$ cat config.mk
export PLATFORM = sky130hd
export DESIGN_NAME = rx_fifo_trig
export DESIGN_NICKNAME = d
export VERILOG_FILES = /design/src/rtl/rxf_pkg.sv /design/src/rtl/rxf_store.sv /design/src/rtl/rxf_level.sv /design/src/rtl/rxf_timer.sv /design/src/rtl/rx_fifo_trig.sv
export SDC_FILE = /design/constraint.sdc
export NUM_CORES = 1
export LEC_CHECK = 0
export CAP_MARGIN = 20
export CORE_AREA = 3 3 142 144
export CTS_BUF_LIST = sky130_fd_sc_hd__clkbuf_4 sky130_fd_sc_hd__clkbuf_8 sky130_fd_sc_hd__clkbuf_16
export CTS_CLUSTER_DIAMETER = 50
export CTS_CLUSTER_SIZE = 30
export DETAILED_ROUTE_END_ITERATION = 12
export DIE_AREA = 0 0 145 147
export MAX_ROUTING_LAYER = met4
export PLACE_DENSITY = 0.66
export REMOVE_ABC_BUFFERS = 1
export SLEW_MARGIN = 5
export SYNTH_ARGS = -nofsm -noshare
export SYNTH_HDL_FRONTEND = slang
export SYNTH_SLANG_ARGS = --single-unit
$ cat constraint.sdc
create_clock -name clk -period 10.65 [get_ports clk]
set_clock_uncertainty 0.15 [all_clocks]
set_input_delay 2.13 -clock clk [delete_from_list [all_inputs] [get_ports clk]]
set_output_delay 2.13 -clock clk [all_outputs]
set_load 0.01 [all_outputs]
$ cat src/rtl/rxf_pkg.sv
package rxf_pkg;

    localparam int BYTE_W = 8;
    localparam int FLAG_W = 3;

    typedef struct packed {
        logic [BYTE_W-1:0] data;
        logic [FLAG_W-1:0] flags;
    } rxf_entry_t;

endpackage

$ cat src/rtl/rxf_store.sv
module rxf_store
    import rxf_pkg::*;
#(
    parameter int DEPTH = 16,
    parameter int AW    = 4
) (
    input  logic       clk,
    input  logic       we,
    input  logic [AW-1:0] waddr,
    input  rxf_entry_t wentry,
    input  logic [AW-1:0] raddr,
    output rxf_entry_t rentry
);

    rxf_entry_t mem_q [DEPTH];

    always_ff @(posedge clk) begin
        if (we) begin
            mem_q[waddr] <= wentry;
        end
    end

    assign rentry = mem_q[raddr];

endmodule

$ cat src/rtl/rxf_level.sv
module rxf_level #(
    parameter int DEPTH   = 16,
    parameter int CW      = 5,
    parameter int TRIG_L0 = 1,
    parameter int TRIG_L1 = 4,
    parameter int TRIG_L2 = 8,
    parameter int TRIG_L3 = 14
) (
    input  logic          clk,
    input  logic          rst_n,
    input  logic          fifo_en,
    input  logic [1:0]    trig_sel,
    input  logic [CW-1:0] cnt_q,
    input  logic [CW-1:0] cnt_d,
    output logic          rx_int,
    output logic          rxrdy_n
);

    typedef struct packed {
        logic rdy;
    } lvl_state_t;

    lvl_state_t s_d, s_q;
    logic [CW-1:0] lvl, eff_lvl;

    always_comb begin
        unique case (trig_sel)
            2'b00:   lvl = CW'(TRIG_L0);
            2'b01:   lvl = CW'(TRIG_L1);
            2'b10:   lvl = CW'(TRIG_L2);
            default: lvl = CW'(TRIG_L3);
        endcase
        eff_lvl = fifo_en ? lvl : CW'(1);

        s_d = s_q;
        if (cnt_d == '0) begin
            s_d.rdy = 1'b0;
        end else if (cnt_d >= eff_lvl) begin
            s_d.rdy = 1'b1;
        end
    end

    always_ff @(posedge clk or negedge rst_n) begin
        if (!rst_n) begin
            s_q <= '0;
        end else begin
            s_q <= s_d;
        end
    end

    assign rx_int  = (cnt_q >= eff_lvl);
    assign rxrdy_n = !s_q.rdy;

    // the ready pin releases only on an empty store
    assert_rdy_release_R5: assert property (@(posedge clk) disable iff (!rst_n)
        $rose(rxrdy_n) |-> (cnt_q == '0));

    // a level at or above the trigger holds the pin active
    assert_rdy_set_R5: assert property (@(posedge clk) disable iff (!rst_n)
        ((cnt_q >= eff_lvl) && $stable(trig_sel) && $stable(fifo_en)) |-> !rxrdy_n);

endmodule

$ cat src/rtl/rxf_timer.sv
module rxf_timer #(
    parameter int TO_CYCLES = 32,
    parameter int TW        = 5
) (
    input  logic clk,
    input  logic rst_n,
    input  logic arm,
    input  logic kick,
    output logic timeout
);

    typedef struct packed {
        logic [TW-1:0] timer;
        logic          fired;
    } tmr_state_t;

    localparam logic [TW-1:0] LAST = TW'(TO_CYCLES - 1);

    tmr_state_t s_d, s_q;

    always_comb begin
        s_d = s_q;
        if (!arm || kick) begin
            s_d.timer = '0;
            s_d.fired = 1'b0;
        end else begin
            s_d.timer = (s_q.timer == LAST) ? s_q.timer : s_q.timer + TW'(1);
            s_d.fired = s_q.fired || (s_q.timer == LAST);
        end
    end

    always_ff @(posedge clk or negedge rst_n) begin
        if (!rst_n) begin
            s_q <= '0;
        end else begin
            s_q <= s_d;
        end
    end

    assign timeout = s_q.fired;

    // activity always drops the time-out
    assert_to_clear_R9: assert property (@(posedge clk) disable iff (!rst_n)
        kick |=> !timeout);

    // the time-out never rises while disarmed
    assert_to_armed_R9: assert property (@(posedge clk) disable iff (!rst_n)
        !arm |=> !timeout);

endmodule

$ cat src/rtl/rx_fifo_trig.sv
module rx_fifo_trig
    import rxf_pkg::*;
#(
    parameter int DEPTH     = 16,
    parameter int CHAR_CLKS = 8,
    parameter int TRIG_L0   = 1,
    parameter int TRIG_L1   = 4,
    parameter int TRIG_L2   = 8,
    parameter int TRIG_L3   = 14
) (
    input  logic        clk,
    input  logic        rst_n,
    input  logic        wr_valid,
    input  logic [7:0]  wr_data,
    input  logic [2:0]  wr_flags,
    input  logic        rd_strobe,
    input  logic        fifo_en,
    input  logic        fifo_clr,
    input  logic [1:0]  trig_sel,
    output logic [7:0]  rd_data,
    output logic [2:0]  rd_flags,
    output logic        data_ready,
    output logic        fifo_err,
    output logic        rx_int,
    output logic        rxrdy_n,
    output logic        timeout,
    output logic        overrun
);

    localparam int AW        = (DEPTH > 1) ? $clog2(DEPTH) : 1;
    localparam int CW        = $clog2(DEPTH + 1);
    localparam int TO_CYCLES = 4 * CHAR_CLKS;
    localparam int TW        = $clog2(TO_CYCLES);
    localparam logic [AW-1:0] PTR_LAST = AW'(DEPTH - 1);

    typedef struct packed {
        logic [AW-1:0] wr_ptr;
        logic [AW-1:0] rd_ptr;
        logic [CW-1:0] cnt;
        logic [CW-1:0] err_cnt;
        logic          ovr;
        logic          en;
        rxf_entry_t    hold;
    } q_state_t;

    q_state_t   s_d, s_q;
    rxf_entry_t head, new_entry;
    logic       clr, do_push, do_pop;
    logic [CW-1:0] cap;

    always_comb begin
        new_entry.data  = wr_data;
        new_entry.flags = wr_flags;

        clr     = fifo_clr || (fifo_en != s_q.en);
        cap     = fifo_en ? CW'(DEPTH) : CW'(1);
        do_pop  = rd_strobe && (s_q.cnt != '0) && !clr;
        do_push = wr_valid && !clr && ((s_q.cnt < cap) || do_pop);

        s_d    = s_q;
        s_d.en = fifo_en;
        if (clr) begin
            s_d.wr_ptr  = '0;
            s_d.rd_ptr  = '0;
            s_d.cnt     = '0;
            s_d.err_cnt = '0;
            s_d.ovr     = 1'b0;
        end else begin
            if (do_push) begin
                s_d.wr_ptr = (s_q.wr_ptr == PTR_LAST) ? '0 : s_q.wr_ptr + AW'(1);
            end
            if (do_pop) begin
                s_d.rd_ptr = (s_q.rd_ptr == PTR_LAST) ? '0 : s_q.rd_ptr + AW'(1);
                s_d.hold   = head;
            end
            s_d.cnt = s_q.cnt + CW'(do_push) - CW'(do_pop);
            s_d.err_cnt = s_q.err_cnt
                        + CW'(do_push && (wr_flags != '0))
                        - CW'(do_pop && (head.flags != '0));
            if (wr_valid && !do_push) begin
                s_d.ovr = 1'b1;
            end
        end
    end

    always_ff @(posedge clk or negedge rst_n) begin
        if (!rst_n) begin
            s_q <= '0;
        end else begin
            s_q <= s_d;
        end
    end

    rxf_store #(
        .DEPTH (DEPTH),
        .AW    (AW)
    ) i_store (
        .clk    (clk),
        .we     (do_push),
        .waddr  (s_q.wr_ptr),
        .wentry (new_entry),
        .raddr  (s_q.rd_ptr),
        .rentry (head)
    );

    rxf_level #(
        .DEPTH   (DEPTH),
        .CW      (CW),
        .TRIG_L0 (TRIG_L0),
        .TRIG_L1 (TRIG_L1),
        .TRIG_L2 (TRIG_L2),
        .TRIG_L3 (TRIG_L3)
    ) i_level (
        .clk      (clk),
        .rst_n    (rst_n),
        .fifo_en  (fifo_en),
        .trig_sel (trig_sel),
        .cnt_q    (s_q.cnt),
        .cnt_d    (s_d.cnt),
        .rx_int   (rx_int),
        .rxrdy_n  (rxrdy_n)
    );

    rxf_timer #(
        .TO_CYCLES (TO_CYCLES),
        .TW        (TW)
    ) i_timer (
        .clk     (clk),
        .rst_n   (rst_n),
        .arm     (fifo_en && (s_q.cnt != '0)),
        .kick    (do_push || do_pop || clr),
        .timeout (timeout)
    );

    assign rd_data    = (s_q.cnt != '0) ? head.data  : s_q.hold.data;
    assign rd_flags   = (s_q.cnt != '0) ? head.flags : s_q.hold.flags;
    assign data_ready = (s_q.cnt != '0);
    assign fifo_err   = (s_q.err_cnt != '0);
    assign overrun    = s_q.ovr;

    // fill count never exceeds the capacity
    assert_no_overflow_R3: assert property (@(posedge clk) disable iff (!rst_n)
        s_q.cnt <= CW'(DEPTH));

    // a write into a full queue is dropped and flagged
    assert_full_drop_R3: assert property (@(posedge clk) disable iff (!rst_n)
        ((s_q.cnt == CW'(DEPTH)) && wr_valid && !rd_strobe && !fifo_clr
         && fifo_en && s_q.en) |=> ((s_q.cnt == CW'(DEPTH)) && overrun));

    // errored characters are a subset of held characters
    assert_err_bound_R6: assert property (@(posedge clk) disable iff (!rst_n)
        s_q.err_cnt <= s_q.cnt);

    // a clear request leaves an empty, error-free store
    assert_clear_R8: assert property (@(posedge clk) disable iff (!rst_n)
        fifo_clr |=> (!data_ready && !overrun && !fifo_err));

    // reading an empty store keeps the output byte
    assert_empty_read_R10: assert property (@(posedge clk) disable iff (!rst_n)
        (!data_ready && rd_strobe && !wr_valid && !fifo_clr) |=> $stable(rd_data));

    // holding-register mode keeps at most one character
    assert_hold_one_R11: assert property (@(posedge clk) disable iff (!rst_n)
        (!fifo_en && !s_q.en) |-> (s_q.cnt <= CW'(1)));

endmodule

# ---- Yosys cells after proc, flatten, opt, wreduce, memory -nomap -nowiden
# Memories as Yosys holds them, arrays and structs flattened.
# Index checks and enable logic that the tools add are counted.
dict set report totals {
  regBits 38
  ramBits 176
  inputBits 19
  wordCells 76
  n_memories 1
}
# memory depth width read_ports rd_clocked_by_memory_dff wr line_no
set mem_list {}
lappend mem_list {i_store.mem_q 16 11 1 0 1 rxf_store.sv:15} ;# rxf_entry_t mem_q [DEPTH];
dict set report classes {
  n_addsub 7
  n_lt_le_gt_ge 3
  eq_ne 7
  mux 17
  n_bitwise 1
  n_reduce_logical 29
}
# cell n
set ops {}
lappend ops {{4-bit two-way mux} 5}
lappend ops {{19-bit two-way mux} 1}
lappend ops {{4-bit one-hot mux with 3 select lines} 1}
lappend ops {{5-bit by 1-bit adder with 5-bit output} 2}
lappend ops {{5-bit >= comparator} 2}
lappend ops {{5-bit two-way mux} 2}
lappend ops {{5-bit nonzero test} 2}
lappend ops {{5-bit by 1-bit subtractor with 5-bit output} 2}
lappend ops {{4-bit by 1-bit adder with 4-bit output, second input constant} 2}
lappend ops {{4-bit equality test, second input constant} 2}
lappend ops {{1-bit logical AND} 8}
lappend ops {{8-bit two-way mux} 1}
lappend ops {{2-bit nonzero test} 4}
lappend ops {{1-bit logical OR} 6}
lappend ops {{6-bit two-way mux} 1}
lappend ops {{3-bit nonzero test} 2}
lappend ops {{5-bit by 1-bit adder with 5-bit output, second input constant} 1}
lappend ops {{5-bit equality test, second input constant} 1}
lappend ops {{5-bit zero test} 1}
lappend ops {{5-bit less-than comparator} 1}
lappend ops {{1-bit two-way mux} 5}
lappend ops {{1-bit zero test} 4}
lappend ops {{3-bit two-way mux} 1}
lappend ops {{2-bit by 1-bit equality test with 1-bit output, second input constant} 1}
lappend ops {{6 further kinds} 6}

# ---- Longest topological paths before layout
# Gate-level depths: netlist of run 1.
dict set report logic_depth {
  ltp_word 13
  ltp_mapped 18
  depth_no_buf 17
}

# ---- By module
# A second synthesis of run 1 with hierarchy kept.
dict set report hier_totals {
  cells_unflattened 537
  area_unflattened_um2 9247.6
}
# module instances cells_per_inst area_per_inst_um2 seq_area_each_um2
set by_module_without_submodules {}
lappend by_module_without_submodules {rxf_store 1 294 6819.0 5285.1}
lappend by_module_without_submodules {rx_fifo_trig 1 191 1895.6 775.7}
lappend by_module_without_submodules {rxf_timer 1 25 304.0 150.1}
lappend by_module_without_submodules {rxf_level 1 27 229.0 25.0}

# ---- Worst setup path before layout of run 1
# OpenSTA, ideal clock, no wires.
dict set report synth_path {
  kind {input -> register}
  start {input fifo_en}
  end {register i_level.s_q}
  arrival_time_ps 5212
  slack_ps 5158
  stages 18
  n_path_buf 1
  path_cell_list {buf_2 > inv_1 > ha_1 > inv_1 > a31oi_1 > o21a_4 > nor3_4 > inv_4 > ha_1 > ha_1 > fa_1 > inv_1 > nor2_1 > ha_1 > a21o_1 > a21o_1 > a211oi_1 > o22ai_1}
}
dict set report synth_via {
  elab_chain_cells 11
  word_cells_on_any_way 17
}
# element line_no
set synth_rtl {}
lappend synth_rtl {{start: declaration} rx_fifo_trig.sv:17} ;# input logic fifo_en,
lappend synth_rtl {{parallel branches: the longest is 8 deep, another holds 5-bit less-than comparator} n/a}
lappend synth_rtl {{19-bit two-way mux (*)} rx_fifo_trig.sv:62} ;# if (clr) begin
lappend synth_rtl {{net i_level.cnt_d[1]} rxf_level.sv:14} ;# input logic [CW-1:0] cnt_d,
lappend synth_rtl {{5-bit >= comparator or 5-bit zero test (tied branches)} {rxf_level.sv:38, rxf_level.sv:36}}
lappend synth_rtl {{2-bit nonzero test (no source line) or 1-bit two-way mux (tied branches)} n/a}
lappend synth_rtl {{end signal: assignment} rxf_level.sv:45} ;# s_q <= '0;
lappend synth_rtl {{end signal: assignment} rxf_level.sv:47} ;# s_q <= s_d;
lappend synth_rtl {{end: declaration} rxf_level.sv:23} ;# lvl_state_t s_d, s_q;
# Mark *: on every way through the listed nets, which the timed path passes.
# A chain may end at the register's enable or synchronous reset.

# ---- Final worst setup path of run 1
dict set report layout_path {
  start {input fifo_en}
  end {output rx_int}
}
dict set report layout_via {
  elab_chain_cells 2
}
# element line_no
set layout_rtl {}
lappend layout_rtl {{4-bit two-way mux} rxf_level.sv:33} ;# eff_lvl = fifo_en ? lvl : CW'(1);
lappend layout_rtl {{5-bit >= comparator} rxf_level.sv:51} ;# assign rx_int = (cnt_q >= eff_lvl);
lappend layout_rtl {{end: declaration} rx_fifo_trig.sv:24} ;# output logic rx_int,
# Every way passes these cells.

==> results.py, run 1 <==
metrics = {
    "outcome": {
        "status": "finished, final reports clean",
    },
    "clocking": {
        "cts_tree": "built",
        "cts_hold_buf": 0,
        "cts_resized": 0,
        "cts_setup_buffers": 0,
        "clock-root-buffer": "clkbuf_16",
        "clk_pin_slew_ns": 0.06,
        "clockBufferDepth": 3,
        "clock-sinks": 214,
        "htree_levels": 1,
        "clock_latency_ns": 0.51,
        "cts_inserted_buffers": 22,
    },
    "yosys": {
        "synthXorXnorAreaFrac": 0.0112,
        "synth_area_leaders": "edfxtp_1, dfrtp_1, mux4_2, mux2i_1, ha_1",
        "yosysSeqAreaShare": 0.664,
        "synth_top_area_cell": "edfxtp_1",
        "ys_seq_elements": 214,
        "synth_fa_ha_area_frac": 0.0443,
        "synthArstFlopShare": 0.178,
        "synthTopCellsByCount": "edfxtp_1, mux2i_1, nor2_1",
        "yosysMostFrequentCell": "edfxtp_1",
        "syn_area_um2": 9390,
        "synthSimpleGateAreaFrac": 0.0604,
        "synth_enable_flop_cells": 176,
        "synth_compound_area_frac": 0.0869,
        "synth.top_cell.area_share": 0.563,
        "synth_cells": 581,
        "synthFlopType": "edfxtp_1",
        "synthMuxAreaShare": 0.103,
        "synth_top_family_by_area": "multiplexers",
        "yosysWarnings": 0,
        "yosysUniqueCellTypes": 57,
        "syn_area_per_cell_um2": 16.2,
    },
    "grt": {
        "antenna_found_initial": 0,
        "grt_overflow_total": 0,
        "grt_pass1_wl_um": 31200,
        "grt_max_degree": 42,
        "grt_use_total": 0.195,
        "grt_pass1_vias": 5365,
    },
    "timing": {
        "finalHoldViolCount": 0,
        "fin_ws_ns": 4.03,
        "period_share": 0.622,
        "relSlewSlack": 0.285,
        "tns_ns": 0,
        "rsz0062_at_grt": "false",
        "setup_viol": 0,
        "min_period_ns": 6.62,
        "worst_pin_slew_ns": 1.07,
        "slew_violations": 0,
        "fmax_mhz": 151,
    },
    "hold_path": {
        "hold_depth": 2,
        "min_path_type": "reg2reg",
    },
    "placement": {
        "gp_congestion": 0.871,
        "placed_cells": 856,
        "preCtsSetupSlack_ns": 4.01,
        "port_buffers": 35,
        "dp_hpwl_um": 12600,
    },
    "die": {
        "die-area_um2": 21300,
        "io_pins": 36,
        "start_util": 0.498,
        "die_w_um": 145,
        "rows": 50,
        "die_h_um": 147,
        "core_region_area_um2": 18800,
    },
    "power_and_ir_drop": {
        "p_per_area_nw_per_um2": 174,
        "p_leak_uw": 0.00363,
        "peakVddDrop_mv": 0.110,
    },
    "critical_path": {
        "path_class": "in2out",
        "cp_max_fo": 9,
        "worst_setup_path_start_kind": "input port",
        "r2r_cells": 17,
        "crit_arrival_ns": 4.34,
        "crit_path_end_kind": "output pin",
        "worstPathRequired_ns": 8.37,
    },
    "routing": {
        "ant_nets": 0,
        "first_pass_iters": 6,
        "drt_iter0_drc": 528,
        "route.detailed.drc": 0,
        "drt_wl_total_um": 20300,
        "wl_per_cell_um": 22.6,
        "via_per_inst": 5.87,
        "vias": 5280,
    },
    "finish": {
        "syn_to_final_growth_pct": 14.5,
        "regArea_um2": 6240,
        "final_util": 0.571,
        "final_nets": 674,
        "stdcell_count": 899,
        "n_antenna_cell": 0,
        "nFillCells": 1457,
        "drive_above_1_share": 0.180,
        "multi_input_area_um2": 2900,
    },
    "job": {
        "cap_violations": 0,
    },
}
## path summary, 6_finish.rpt
| check | startpoint | endpoint | slack [ns] |
|---|---|---|---|
| max in group asynchronous | rst_n | s_q[23]$_DFFE_PN0P_ | 8.03 |
| worst max-delay path | fifo_en | rx_int | 4.03 |
| worst min-delay path | overrun$_DFFE_PN0P_ | overrun$_DFFE_PN0P_ | 0.36 |
| worst min register to register | overrun$_DFFE_PN0P_ | overrun$_DFFE_PN0P_ | 0.36 |
| min in group asynchronous | rst_n | s_q[14]$_DFF_PN0_ | 1.62 |
| worst max register to register | s_q[20]$_DFF_PN0_ | i_level.s_q$_DFFE_PN0P_ | 5.80 |
## stage by stage
stage	cell area, um2	hold WS (ns)	total power (uW)
floorplan	9190	0.346	1040
global placement	9970	0.330	1120
detailed placement	9970	0.347	1130
CTS	10700	0.363	1890
global route	10700	0.391	1940
finish	10700	0.357	1870
## worst max-delay path, cell delays in order
cell,delay (ns)
clkdlybuf4s50_1,0.67
o21ai_0,0.22
ha_1,0.30
nand2b_1,0.14
a21oi_1,0.14
nor2b_1,0.05
o21ai_0,0.15
nand2_1,0.07
clkdlybuf4s50_1,0.47
## cell families (layout without fill, tap and decap cells)
family,after synthesis,count (layout)
xor+xnor,12,12
mux,69,69
fa+ha+maj,32,32
flops,214,214
buf+inv,53,111
simple gates,99,99
compound gates,102,102
## metal layers
layer,track usage,vias up,share of wire
met3,0.0281,61,0.058
li1,-,2373,-
met4,0.0741,0,0.039
met2,0.304,194,0.48
met5,-,-,0
met1,0.264,2652,0.43
## power by group
group          leakage [uW]  internal (uW)  switching, uW
Sequential          0.00209            930           13.9
Clock              0.000363            422            337
Combinational       0.00117           80.8           87.3
Total               0.00363           1430            438
## final cells by class
type / instances / area share
clock buffers: 27 / 0.0564
well taps: 260 / 0.0303
inverters: 22 / 0.00792
repair buffers: 49 / 0.0430
flip-flops and latches: 214 / 0.581
multi-input cells: 314 / 0.270
clock inverters: 13 / 0.0121
## flip-flops by register name, summed over array words and instances (netlist names)
register,count
i_store.mem_q,176
s_q,30
i_timer.s_q,5
i_level.s_q,1
i_timer.timeout,1
overrun,1
## cells in the final DEF (no fill, tap or decap), types with 3 or more instances in the layout
cell,instances
o21ai_0,12
and2_1,3
nand4_1,5
mux2i_1,47
clkbuf_16,23
a22oi_1,8
nor2_1,41
clkbuf_4,4
dfrtp_1,37
nand2b_1,3
edfxtp_1,176
nor2b_1,3
mux4_2,22
xnor2_1,7
a22oi_2,3
and4_1,3
clkdlybuf4s50_1,34
clkinv_8,3
nor3b_2,4
and4b_1,3
inv_1,19
xor2_1,5
a221oi_2,16
buf_4,11
o21ai_1,6
a21o_1,4
buf_6,3
ha_1,30
nand2_1,14
a221oi_1,6
a21oi_1,13
nor4b_2,4
a31oi_1,23
inv_8,3
No activity file was read; power rests on OpenSTA's default activity.
==> inputs of run 2 (changes only) <==
clock period = 6.9 ns   (was 10.65 ns; I/O delays follow)
==> run 2 against run 1 <==
Compared with the run above: sequential power up 55%; flip-flop and latch count unchanged; design area down 0.23%; final cell count rose by 0.22%; setup slack got worse by 2.3 ns.
==> results.py, run 2 (same netlist as run 1, synthesis figures left out) <==
metrics = {
    "outcome": {
        "status": "finished, final reports clean",
    },
    "clocking": {
        "clock-root-buffer": "clkbuf_16",
        "clk_pin_slew_ns": 0.08,
        "clock-sinks": 214,
        "htree_levels": 1,
        "cts_setup_buffers": 0,
        "clockBufferDepth": 3,
        "cts_tree": "built",
        "cts_hold_buf": 0,
        "cts_resized": 0,
        "clock_latency_ns": 0.51,
        "cts_inserted_buffers": 19,
    },
    "power_and_ir_drop": {
        "p_total_uw": 2800,
        "swShare": 0.237,
        "power_frac_comb": 0.095,
        "seq_power_share": 0.521,
        "p_clk_frac": 0.385,
        "p_leak_uw": 0.00362,
        "peakVddDrop_mv": 0.160,
        "internal-power_uw": 2130,
        "p_per_area_nw_per_um2": 261,
        "switchingPower_uw": 662,
    },
    "routing": {
        "first_pass_iters": 5,
        "ant_nets": 0,
        "drt_iter0_drc": 397,
        "wl_per_cell_um": 22.6,
        "vias": 5283,
        "via_per_inst": 5.86,
        "drt_wl_total_um": 20300,
        "route.detailed.drc": 0,
    },
    "placement": {
        "port_buffers": 35,
        "dp_hpwl_um": 12900,
        "gp_congestion": 0.804,
        "placed_cells": 861,
    },
    "job": {
        "cap_violations": 0,
    },
    "finish": {
        "drive_above_1_share": 0.184,
        "syn_to_final_growth_pct": 14.2,
        "final_nets": 679,
        "top_register": "i_store.mem_q",
        "layout_commonest_cell": "edfxtp_1",
        "n_antenna_cell": 0,
        "stdcell_count": 901,
        "final_cell_mix": "edfxtp_1, mux2i_1, nor2_1, dfrtp_1, clkdlybuf4s50_1",
        "reg_top3": "i_store.mem_q (176), s_q (30), i_timer.s_q (5)",
        "largest_register_ffs": 176,
    },
    "critical_path": {
        "worst_setup_path_start_kind": "register",
        "crit_path_end_kind": "output pin",
        "worstPathRequired_ns": 5.37,
        "path_class": "reg2out",
        "crit_arrival_ns": 3.66,
        "cp_max_fo": 51,
    },
    "timing": {
        "period_share": 0.752,
        "rsz0062_at_grt": "false",
        "hold_slack_ns": 0.358,
        "min_period_ns": 5.19,
        "fmax_mhz": 193,
        "relSlewSlack": 0.401,
        "slew_violations": 0,
        "tns_ns": 0,
        "finalHoldViolCount": 0,
        "worst_pin_slew_ns": 0.898,
        "setup_viol": 0,
    },
    "die": {
        "die_h_um": 147,
        "core_region_area_um2": 18800,
        "rows": 50,
        "die_w_um": 145,
        "io_pins": 36,
        "die-area_um2": 21300,
        "start_util": 0.498,
    },
    "grt": {
        "grt_pass1_vias": 5490,
        "grt_pass1_wl_um": 31900,
        "grt_use_total": 0.197,
        "grt_overflow_total": 0,
        "antenna_found_initial": 0,
        "grt_max_degree": 52,
    },
    "hold_path": {
        "min_path_type": "reg2reg",
    },
}
run 2: cell count changes in the layout (fill, tap and decap cells not counted), moves of 2 or more:
cell and delta:
clkbuf_4 -3, clkbuf_16 -4, buf_4 +6, inv_6 +6, clkinv_8 -2, inv_8 -2
run 2: metrics by stage:
step | setup WS (ns) | area (um2) | util
final | 1.71 | 10700 | 0.569
after global routing | 1.45 | 10700 | 0.569
after global placement | 1.45 | 9990 | 0.530
after floorplan | 1.54 | 9190 | -
after detailed placement | 1.25 | 10000 | 0.532
after CTS | 1.65 | 10600 | 0.565
run 2: power by group through the flow:
stage | logic (uW) | clock network [uW] | registers (uW)
2_1_floorplan | 123 | 0 | 1480
3_3_place_gp | 256 | 0 | 1480
3_5_place_dp | 264 | 0 | 1480
4_1_cts | 265 | 1090 | 1460
5_1_grt | 285 | 1140 | 1460
6_report | 265 | 1080 | 1460
run 2: critical path: stages (launching register included):
cell	delay [ns]
dfrtp_4	1.00
buf_4	0.51
mux2i_1	0.15
a221oi_2	0.31
o21ai_0	0.15
a31oi_1	0.40
clkdlybuf4s50_1	0.61
run 2: worst paths after layout:
path,from,to,slack [ns],depth (start not counted)
min in group asynchronous,rst_n,s_q[10]$_DFFE_PN0P_,0.68,1
max in group asynchronous,rst_n,s_q[27]$_DFFE_PN0P_,5.39,2
worst max register to register,s_q[25]$_DFFE_PN0P_,s_q[17]$_DFF_PN0_,2.32,14
worst min register to register,overrun$_DFFE_PN0P_,overrun$_DFFE_PN0P_,0.36,2
worst max-delay path,s_q[23]$_DFFE_PN0P_,rd_data[1],1.71,6
worst min-delay path,overrun$_DFFE_PN0P_,overrun$_DFFE_PN0P_,0.36,2
run 2: per-layer routing:
metal | vias to the layer above | global-route usage | share of wire
met1 | 2698 | 0.252 | 0.41
met5 | - | - | 0
met3 | 43 | 0.0302 | 0.053
met4 | 0 | 0.0732 | 0.030
li1 | 2378 | - | -
met2 | 164 | 0.324 | 0.50
run 2: layout make-up:
class,instances,area (um2)
well taps,260,325
multi-input cells,314,2900
fillers,1443,8110
flip-flops and latches,214,6240
inverters,22,85.1
clock inverters,14,149
repair buffers,57,541
clock buffers,20,483
